<file path="src/rtl/mbx_pkg.sv">
package mbx_pkg;
  localparam int REG_W   = 16;
  localparam int ADDR_W  = 32;
  localparam int WORD_W  = 32;
  localparam int CRC_W   = 16;
  localparam int BYTES_W = WORD_W / 8;
  localparam int STEP_W  = $clog2(BYTES_W);
  localparam int ALIGN_W = $clog2(BYTES_W);

  localparam int BIT_EXEC  = 15;
  localparam int BIT_WRITE = 14;
  localparam int BIT_CLR   = 12;
  localparam int BIT_BUSY  = 8;

  typedef enum logic [1:0] {RD_ZERO, RD_STATUS, RD_CRC} rdSel_t;

  typedef struct packed {
    logic              commit;
    logic              crcClear;
    logic              crcStep;
    logic [STEP_W-1:0] byteSel;
    logic              ldAddrHi;
    logic              ldAddrLo;
    logic              ldDataHi;
    logic              ldDataLo;
    logic              rdEn;
    rdSel_t            rdSel;
  } mbxStrb_t;
endpackage

</file>
<file path="src/rtl/mbx_ctrl.sv">
module mbx_ctrl
  import mbx_pkg::*;
#(
  parameter logic [REG_W-1:0] REG_BASE = 16'h0200
) (
  input  logic             clk,
  input  logic             rstN,
  input  logic [REG_W-1:0] regAddr,
  input  logic [REG_W-1:0] regWrData,
  input  logic             regWr,
  input  logic             regRd,
  output mbxStrb_t         strb,
  output logic             busy
);
  localparam int NUM_REGS = 6;

  typedef enum logic {ST_IDLE, ST_FEED} state_t;

  state_t            stateQ;
  logic [STEP_W-1:0] stepCnt;
  logic [REG_W-1:0]  offs;
  logic              hit;
  logic [NUM_REGS-1:0] sel;
  logic              cmdWr;

  assign offs = regAddr - REG_BASE;
  assign hit  = (regAddr >= REG_BASE) && (offs < REG_W'(NUM_REGS));

  for (genvar g = 0; g < NUM_REGS; g++) begin : g_sel
    assign sel[g] = hit && (offs == REG_W'(g));
  end

  assign busy  = (stateQ == ST_FEED);
  assign cmdWr = regWr && sel[0] && !busy;

  always_comb begin
    strb          = '0;
    strb.rdSel    = RD_ZERO;
    strb.commit   = cmdWr && regWrData[BIT_EXEC] && regWrData[BIT_WRITE];
    strb.crcClear = cmdWr && regWrData[BIT_CLR];
    strb.crcStep  = busy;
    strb.byteSel  = stepCnt;
    strb.ldAddrHi = regWr && sel[2];
    strb.ldAddrLo = regWr && sel[3];
    strb.ldDataHi = regWr && sel[4];
    strb.ldDataLo = regWr && sel[5];
    strb.rdEn     = regRd;
    if (sel[0])      strb.rdSel = RD_STATUS;
    else if (sel[1]) strb.rdSel = RD_CRC;
  end

  always_ff @(posedge clk) begin
    if (!rstN) begin
      stateQ  <= ST_IDLE;
      stepCnt <= '0;
    end else begin
      case (stateQ)
        ST_IDLE: if (strb.commit) begin
          stateQ  <= ST_FEED;
          stepCnt <= '0;
        end
        ST_FEED: begin
          stepCnt <= stepCnt + 1'b1;
          if (stepCnt == STEP_W'(BYTES_W - 1)) stateQ <= ST_IDLE;
        end
        default: stateQ <= ST_IDLE;
      endcase
    end
  end

  // a commit opens the busy window starting from the first byte
  a_r9_busy_on_commit: assert property (@(posedge clk) disable iff (!rstN)
    strb.commit |=> (busy && stepCnt == '0));
  // the busy window closes only after the last byte step
  a_r9_busy_len: assert property (@(posedge clk) disable iff (!rstN)
    $fell(busy) |-> ($past(stepCnt) == STEP_W'(BYTES_W - 1)));
endmodule

</file>
<file path="src/rtl/mbx_datapath.sv">
module mbx_datapath
  import mbx_pkg::*;
#(
  parameter logic [CRC_W-1:0] CRC_POLY = 16'h1021
) (
  input  logic              clk,
  input  logic              rstN,
  input  mbxStrb_t          strb,
  input  logic              busy,
  input  logic [REG_W-1:0]  regWrData,
  output logic [REG_W-1:0]  regRdData,
  output logic [ADDR_W-1:0] memAddr,
  output logic [WORD_W-1:0] memData,
  output logic              memWe
);
  logic [ADDR_W-1:ALIGN_W] ptrQ;
  logic [REG_W-1:0]        dataHi, dataLo;
  logic [WORD_W-1:0]       wordQ;
  logic [CRC_W-1:0]        crcQ;
  logic [7:0]              curByte;

  function automatic logic [CRC_W-1:0] crcByte(input logic [CRC_W-1:0] c,
                                               input logic [7:0] b);
    logic [CRC_W-1:0] r;
    r = c ^ {b, {(CRC_W-8){1'b0}}};
    for (int i = 0; i < 8; i++)
      r = r[CRC_W-1] ? ((r << 1) ^ CRC_POLY) : (r << 1);
    return r;
  endfunction

  assign curByte = wordQ[WORD_W-1 - 8*strb.byteSel -: 8];

  always_ff @(posedge clk) begin
    if (!rstN) begin
      ptrQ   <= '0;
      dataHi <= '0;
      dataLo <= '0;
      wordQ  <= '0;
      memAddr <= '0;
      memData <= '0;
      memWe  <= 1'b0;
    end else begin
      memWe <= strb.commit;
      if (strb.ldAddrHi) ptrQ[ADDR_W-1:REG_W] <= regWrData;
      if (strb.ldAddrLo) ptrQ[REG_W-1:ALIGN_W] <= regWrData[REG_W-1:ALIGN_W];
      if (strb.ldDataHi) dataHi <= regWrData;
      if (strb.ldDataLo) dataLo <= regWrData;
      if (strb.commit) begin
        memAddr <= {ptrQ, {ALIGN_W{1'b0}}};
        memData <= {dataHi, dataLo};
        wordQ   <= {dataHi, dataLo};
        ptrQ    <= ptrQ + 1'b1;
      end
    end
  end

  always_ff @(posedge clk) begin
    if (!rstN)              crcQ <= '0;
    else if (strb.crcClear) crcQ <= '0;
    else if (strb.crcStep)  crcQ <= crcByte(crcQ, curByte);
  end

  always_ff @(posedge clk) begin
    if (!rstN) regRdData <= '0;
    else if (strb.rdEn) begin
      case (strb.rdSel)
        RD_STATUS: regRdData <= REG_W'(busy) << BIT_BUSY;
        RD_CRC:    regRdData <= crcQ;
        default:   regRdData <= '0;
      endcase
    end
  end

  // the memory strobe is a single-cycle pulse
  a_r3_we_pulse: assert property (@(posedge clk) disable iff (!rstN)
    memWe |=> !memWe);
  // the memory address is always word aligned
  a_r4_aligned: assert property (@(posedge clk) disable iff (!rstN)
    memWe |-> (memAddr[ALIGN_W-1:0] == '0));
  // each commit steps the pointer by one word
  a_r5_ptr_step: assert property (@(posedge clk) disable iff (!rstN)
    strb.commit |=> (ptrQ == $past(ptrQ) + 1'b1));
  // the CRC changes only on a clear or a byte step
  a_r7_crc_hold: assert property (@(posedge clk) disable iff (!rstN)
    !(strb.crcClear || strb.crcStep) |=> $stable(crcQ));
endmodule

</file>
<file path="src/rtl/mbx_loader.sv">
module mbx_loader
  import mbx_pkg::*;
#(
  parameter logic [15:0] REG_BASE = 16'h0200,
  parameter logic [15:0] CRC_POLY = 16'h1021
) (
  input  logic        clk,
  input  logic        rstN,
  input  logic [15:0] regAddr,
  input  logic [15:0] regWrData,
  input  logic        regWr,
  input  logic        regRd,
  output logic [15:0] regRdData,
  output logic [31:0] memAddr,
  output logic [31:0] memData,
  output logic        memWe
);
  mbxStrb_t strb;
  logic     busy;

  mbx_ctrl #(.REG_BASE(REG_BASE)) u_ctrl (
    .clk(clk), .rstN(rstN), .regAddr(regAddr), .regWrData(regWrData),
    .regWr(regWr), .regRd(regRd), .strb(strb), .busy(busy)
  );

  mbx_datapath #(.CRC_POLY(CRC_POLY)) u_dp (
    .clk(clk), .rstN(rstN), .strb(strb), .busy(busy), .regWrData(regWrData),
    .regRdData(regRdData), .memAddr(memAddr), .memData(memData), .memWe(memWe)
  );

  // a commit cannot start while a previous word is still being absorbed
  a_r10_no_overlap: assert property (@(posedge clk) disable iff (!rstN)
    busy |=> !memWe);
endmodule

</file>
<file path="config.mk">
export PLATFORM = sky130hd
export DESIGN_NAME = mbx_loader
export DESIGN_NICKNAME = d
export VERILOG_FILES = /design/src/rtl/mbx_pkg.sv /design/src/rtl/mbx_ctrl.sv /design/src/rtl/mbx_datapath.sv /design/src/rtl/mbx_loader.sv
export SDC_FILE = /design/constraint.sdc
export NUM_CORES = 1
export LEC_CHECK = 0
export BUFFER_PORTS_ARGS = -buffer_cell sky130_fd_sc_hd__clkbuf_2
export CAP_MARGIN = 20
export CORE_MARGIN = 5
export CORE_UTILIZATION = 50
export DETAILED_ROUTE_END_ITERATION = 8
export PLACE_DENSITY = 0.77
export SETUP_SLACK_MARGIN = 0.4
export SKIP_CTS_REPAIR_TIMING = 1
export SLEW_MARGIN = 5
export SYNTH_ARGS = -nofsm -noshare
export SYNTH_HDL_FRONTEND = slang
export SYNTH_SLANG_ARGS = --single-unit
</file>
<file path="constraint.sdc">
create_clock -name clk -period 4.3 [get_ports clk]
set_clock_uncertainty 0.15 [all_clocks]
set_input_delay 0.43 -clock clk [delete_from_list [all_inputs] [get_ports clk]]
set_output_delay 0.43 -clock clk [all_outputs]
set_load 0.02 [all_outputs]
</file>
==> qor.txt <==
Outcome -> finished, final reports clean
CTS tree -> yes
Chip height -> 132 um
Grt ovf -> 0
Die Wd -> 132 um
Synth top area share -> 43.2%
Area Growth Syn to Fin -> 16.4%
Final hold vios -> 0
Worst Path Required -> 4500 ps
Slowest cell on the critical path -> dfxtp_1
CORE AREA -> 14500 um^2
Layout cells sized above 1 -> 19.0%
Final period utilization -> 61.6%
Row Count -> 44
CP Cell Sequence -> mux4_1 > xnor2_1 > xnor2_1 > mux2_2 > o21ai_0
CP endpoint kind -> flip-flop
Worst-Skew Late Latency -> 430 ps
Fin crit period -> 2650 ps
Synth Cell Area -> 7420 um^2
Reg-to-Reg Start -> u_ctrl.stepCnt[0]
Global-route wire length before repair -> 33300 um
Top-count cell post-synth -> nand2_1
Commonest cells in the netlist -> nand2_1 (220), dfxtp_1 (160), a21oi_1 (127)
WP buf/inv -> 0
CP delay by family, top -> multiplexers
CTS H-Tree Depth -> 4
DR vias/cell -> 5.85
Reg-to-Reg End -> u_dp.crcQ[8]
Worst path max stage delay -> 790 ps
Ys Warns -> 0
EDFF count, synth -> 0
Vias post-DR -> 6900
Top cells by area, synth -> dfxtp_1 (43%), nand2_1 (11%), a21oi_1 (8.6%)
Slew HR -> 49.7%
Final wirelength -> 20700 um
Clk buf depth -> 2
Critical Path Most Common Cell -> xnor2_1
Final net count -> 1021
Reg-to-reg setup timing slack -> 1650 ps
Setup TNS -> 0 ps
Crit path launch -> u_ctrl.stepCnt[0]
Worst min path class -> input port to flip-flop
DRT iter0 DRCs -> 498
Worst-path fanout max -> 11
Dominant cell type by area after synthesis -> dfxtp_1
Ports -> 117
P_leak -> 0.00313 uW
Crit path to -> u_dp.crcQ[8]
Max frequency -> 0.378 GHz
Initial Util -> 51.0%
Initial antenna violation count -> 0
Num CTS Buffers -> 17
RePlAce Congestion -> 0.960
Measured slew at the worst slew-check pin -> 752 ps
Worst EP arrival -> 2850 ps
DR DRC count -> 0
WS Path Type -> flip-flop to flip-flop
Filler cells -> 1312
TritonRoute pass-1 iters -> 7
Number of global-route vias before repair -> 6337
Ys async rst share -> 0%
Max Slew Vio Count -> 0
Die ar. -> 17400 um^2
# diodes -> 0
All-Layer GR Usage -> 23.3%
Mapped Cells -> 900
Max-cap viol count -> 0
Ys flop type -> dfxtp_1
Root Buffer -> clkbuf_16
Max IR drop VDD -> 276 uV
Synth unique cells -> 69
Pwr Density -> 364 nW/um^2
Register area share after synthesis -> 43.2%
R2R depth -> 5
RSZ-0062 raised after global routing -> false
Clock sinks -> 160
Yosys reg bits -> 160
Final setup fails -> 0
Clock-pin slew on the worst setup and hold paths -> 60 ps
Hpwl dp -> 14000 um
Avg WL per Cell -> 17.5 um
WP depth -> 5
# port buffers -> 114
Syn Area/Cell -> 8.24 um^2
Largest net degree at the start of global routing -> 80
CP Launch Type -> flip-flop
Total power -> 3150 uW
Antenna viol nets, final -> 0
-- report_power, final --
part / total (uW) / internal (uW) / switching (uW) / leakage (uW)
Sequential: 1480 / 1480 / 0.381 / 0.00129
Clock: 1560 / 923 / 641 / 0.000292
Combinational: 99.7 / 23.7 / 76.0 / 0.00154
Total: 3150 / 2430 / 717 / 0.00313
-- worst min-delay path by stage --
stage                                 to  depth (start not counted)            from  slack (ps)
after floorplan           u_dp.dataHi[0]                          2  u_dp.dataHi[0]         280
after global placement    u_dp.dataLo[3]                          2  u_dp.dataLo[3]         290
after detailed placement  u_dp.dataLo[1]                          2  u_dp.dataLo[1]         290
after CTS                 u_dp.dataLo[1]                          3    regWrData[1]         120
after global routing      u_dp.dataHi[1]                          3    regWrData[1]         140
final                     u_dp.dataLo[1]                          3    regWrData[1]         130
-- worst reg2reg max path, stage by stage (launching register included) --
cell and delay, ps:
dfxtp_1 790, mux4_1 710, xnor2_1 180, xnor2_1 280
mux2_2 380, o21ai_0 70
-- metrics by stage --
| step | worst slack [ps] | area [um^2] | utilization, % | std cells | hold WS (ps) |
|---|---|---|---|---|---|
| after global routing | 1500 | 8630 | 59.4 | 1179 | 142 |
| after detailed placement | 1270 | 8020 | 55.2 | 1146 | 293 |
| final | 1650 | 8630 | 59.4 | 1179 | 130 |
| after floorplan | 2040 | 7420 | - | 901 | 282 |
| after global placement | 1350 | 8020 | 55.2 | 1146 | 289 |
| after CTS | 1620 | 8630 | 59.3 | 1178 | 117 |
-- state kept, by name, indices dropped and copies added (netlist names) --
signal,cells
u_ctrl.busy,1
u_dp.ptrQ,30
u_dp.dataLo,16
u_ctrl.stepCnt,2
u_dp.crcQ,16
u_dp.dataHi,16
u_dp.memAddr,30
u_dp.memData,32
u_dp.regRdData,16
u_dp.memWe,1
-- kinds of logic (layout without fill, tap and decap cells) --
group	count (synthesis)	in the layout	synth area share (%)
DFF	160	160	43.2
muxes	21	21	4.47
xor gates and xnor gates	20	20	3.68
and+or+nand+nor	407	407	26.4
adders and majority gates	3	3	0.506
buffers and inverters	77	171	4.81
AOI/OAI and AO/OA	211	211	16.9
other	1	2	0.0506
-- final cells by class --
cell class | instances | area [um^2] | share of cell area (%)
inverter | 12 | 46.3 | 0.536
clock inverter | 14 | 176 | 2.04
clock buffer | 18 | 429 | 4.97
timing repair buffer | 127 | 681 | 7.88
multi-input combinational | 664 | 3870 | 44.8
sequential | 160 | 3200 | 37.1
tap | 184 | 230 | 2.67
-- layout by cell type, fill, tap and decap left out, drive strengths merged, types with 10 or more instances in the layout --
master,count
a21oi,127
nand4,16
a211oi,13
nor2b,18
nor2,50
a32oi,10
o21ai,15
nor4,10
xnor2,19
clkbuf,133
nand3,24
nor3,16
nand2,220
dfxtp,160
and3,10
buf,12
inv,17
-- per-layer routing --
layer	vias up	part of all wire (%)	routed length [um]	track usage, %
met1	3185	42	8690	30.7
met2	326	47	9620	36.4
met5	-	0	0	0
met3	62	8.0	1660	5.76
met4	0	3.5	717	10.3
li1	3327	-	-	-
Power figures use the tool's default switching activity.
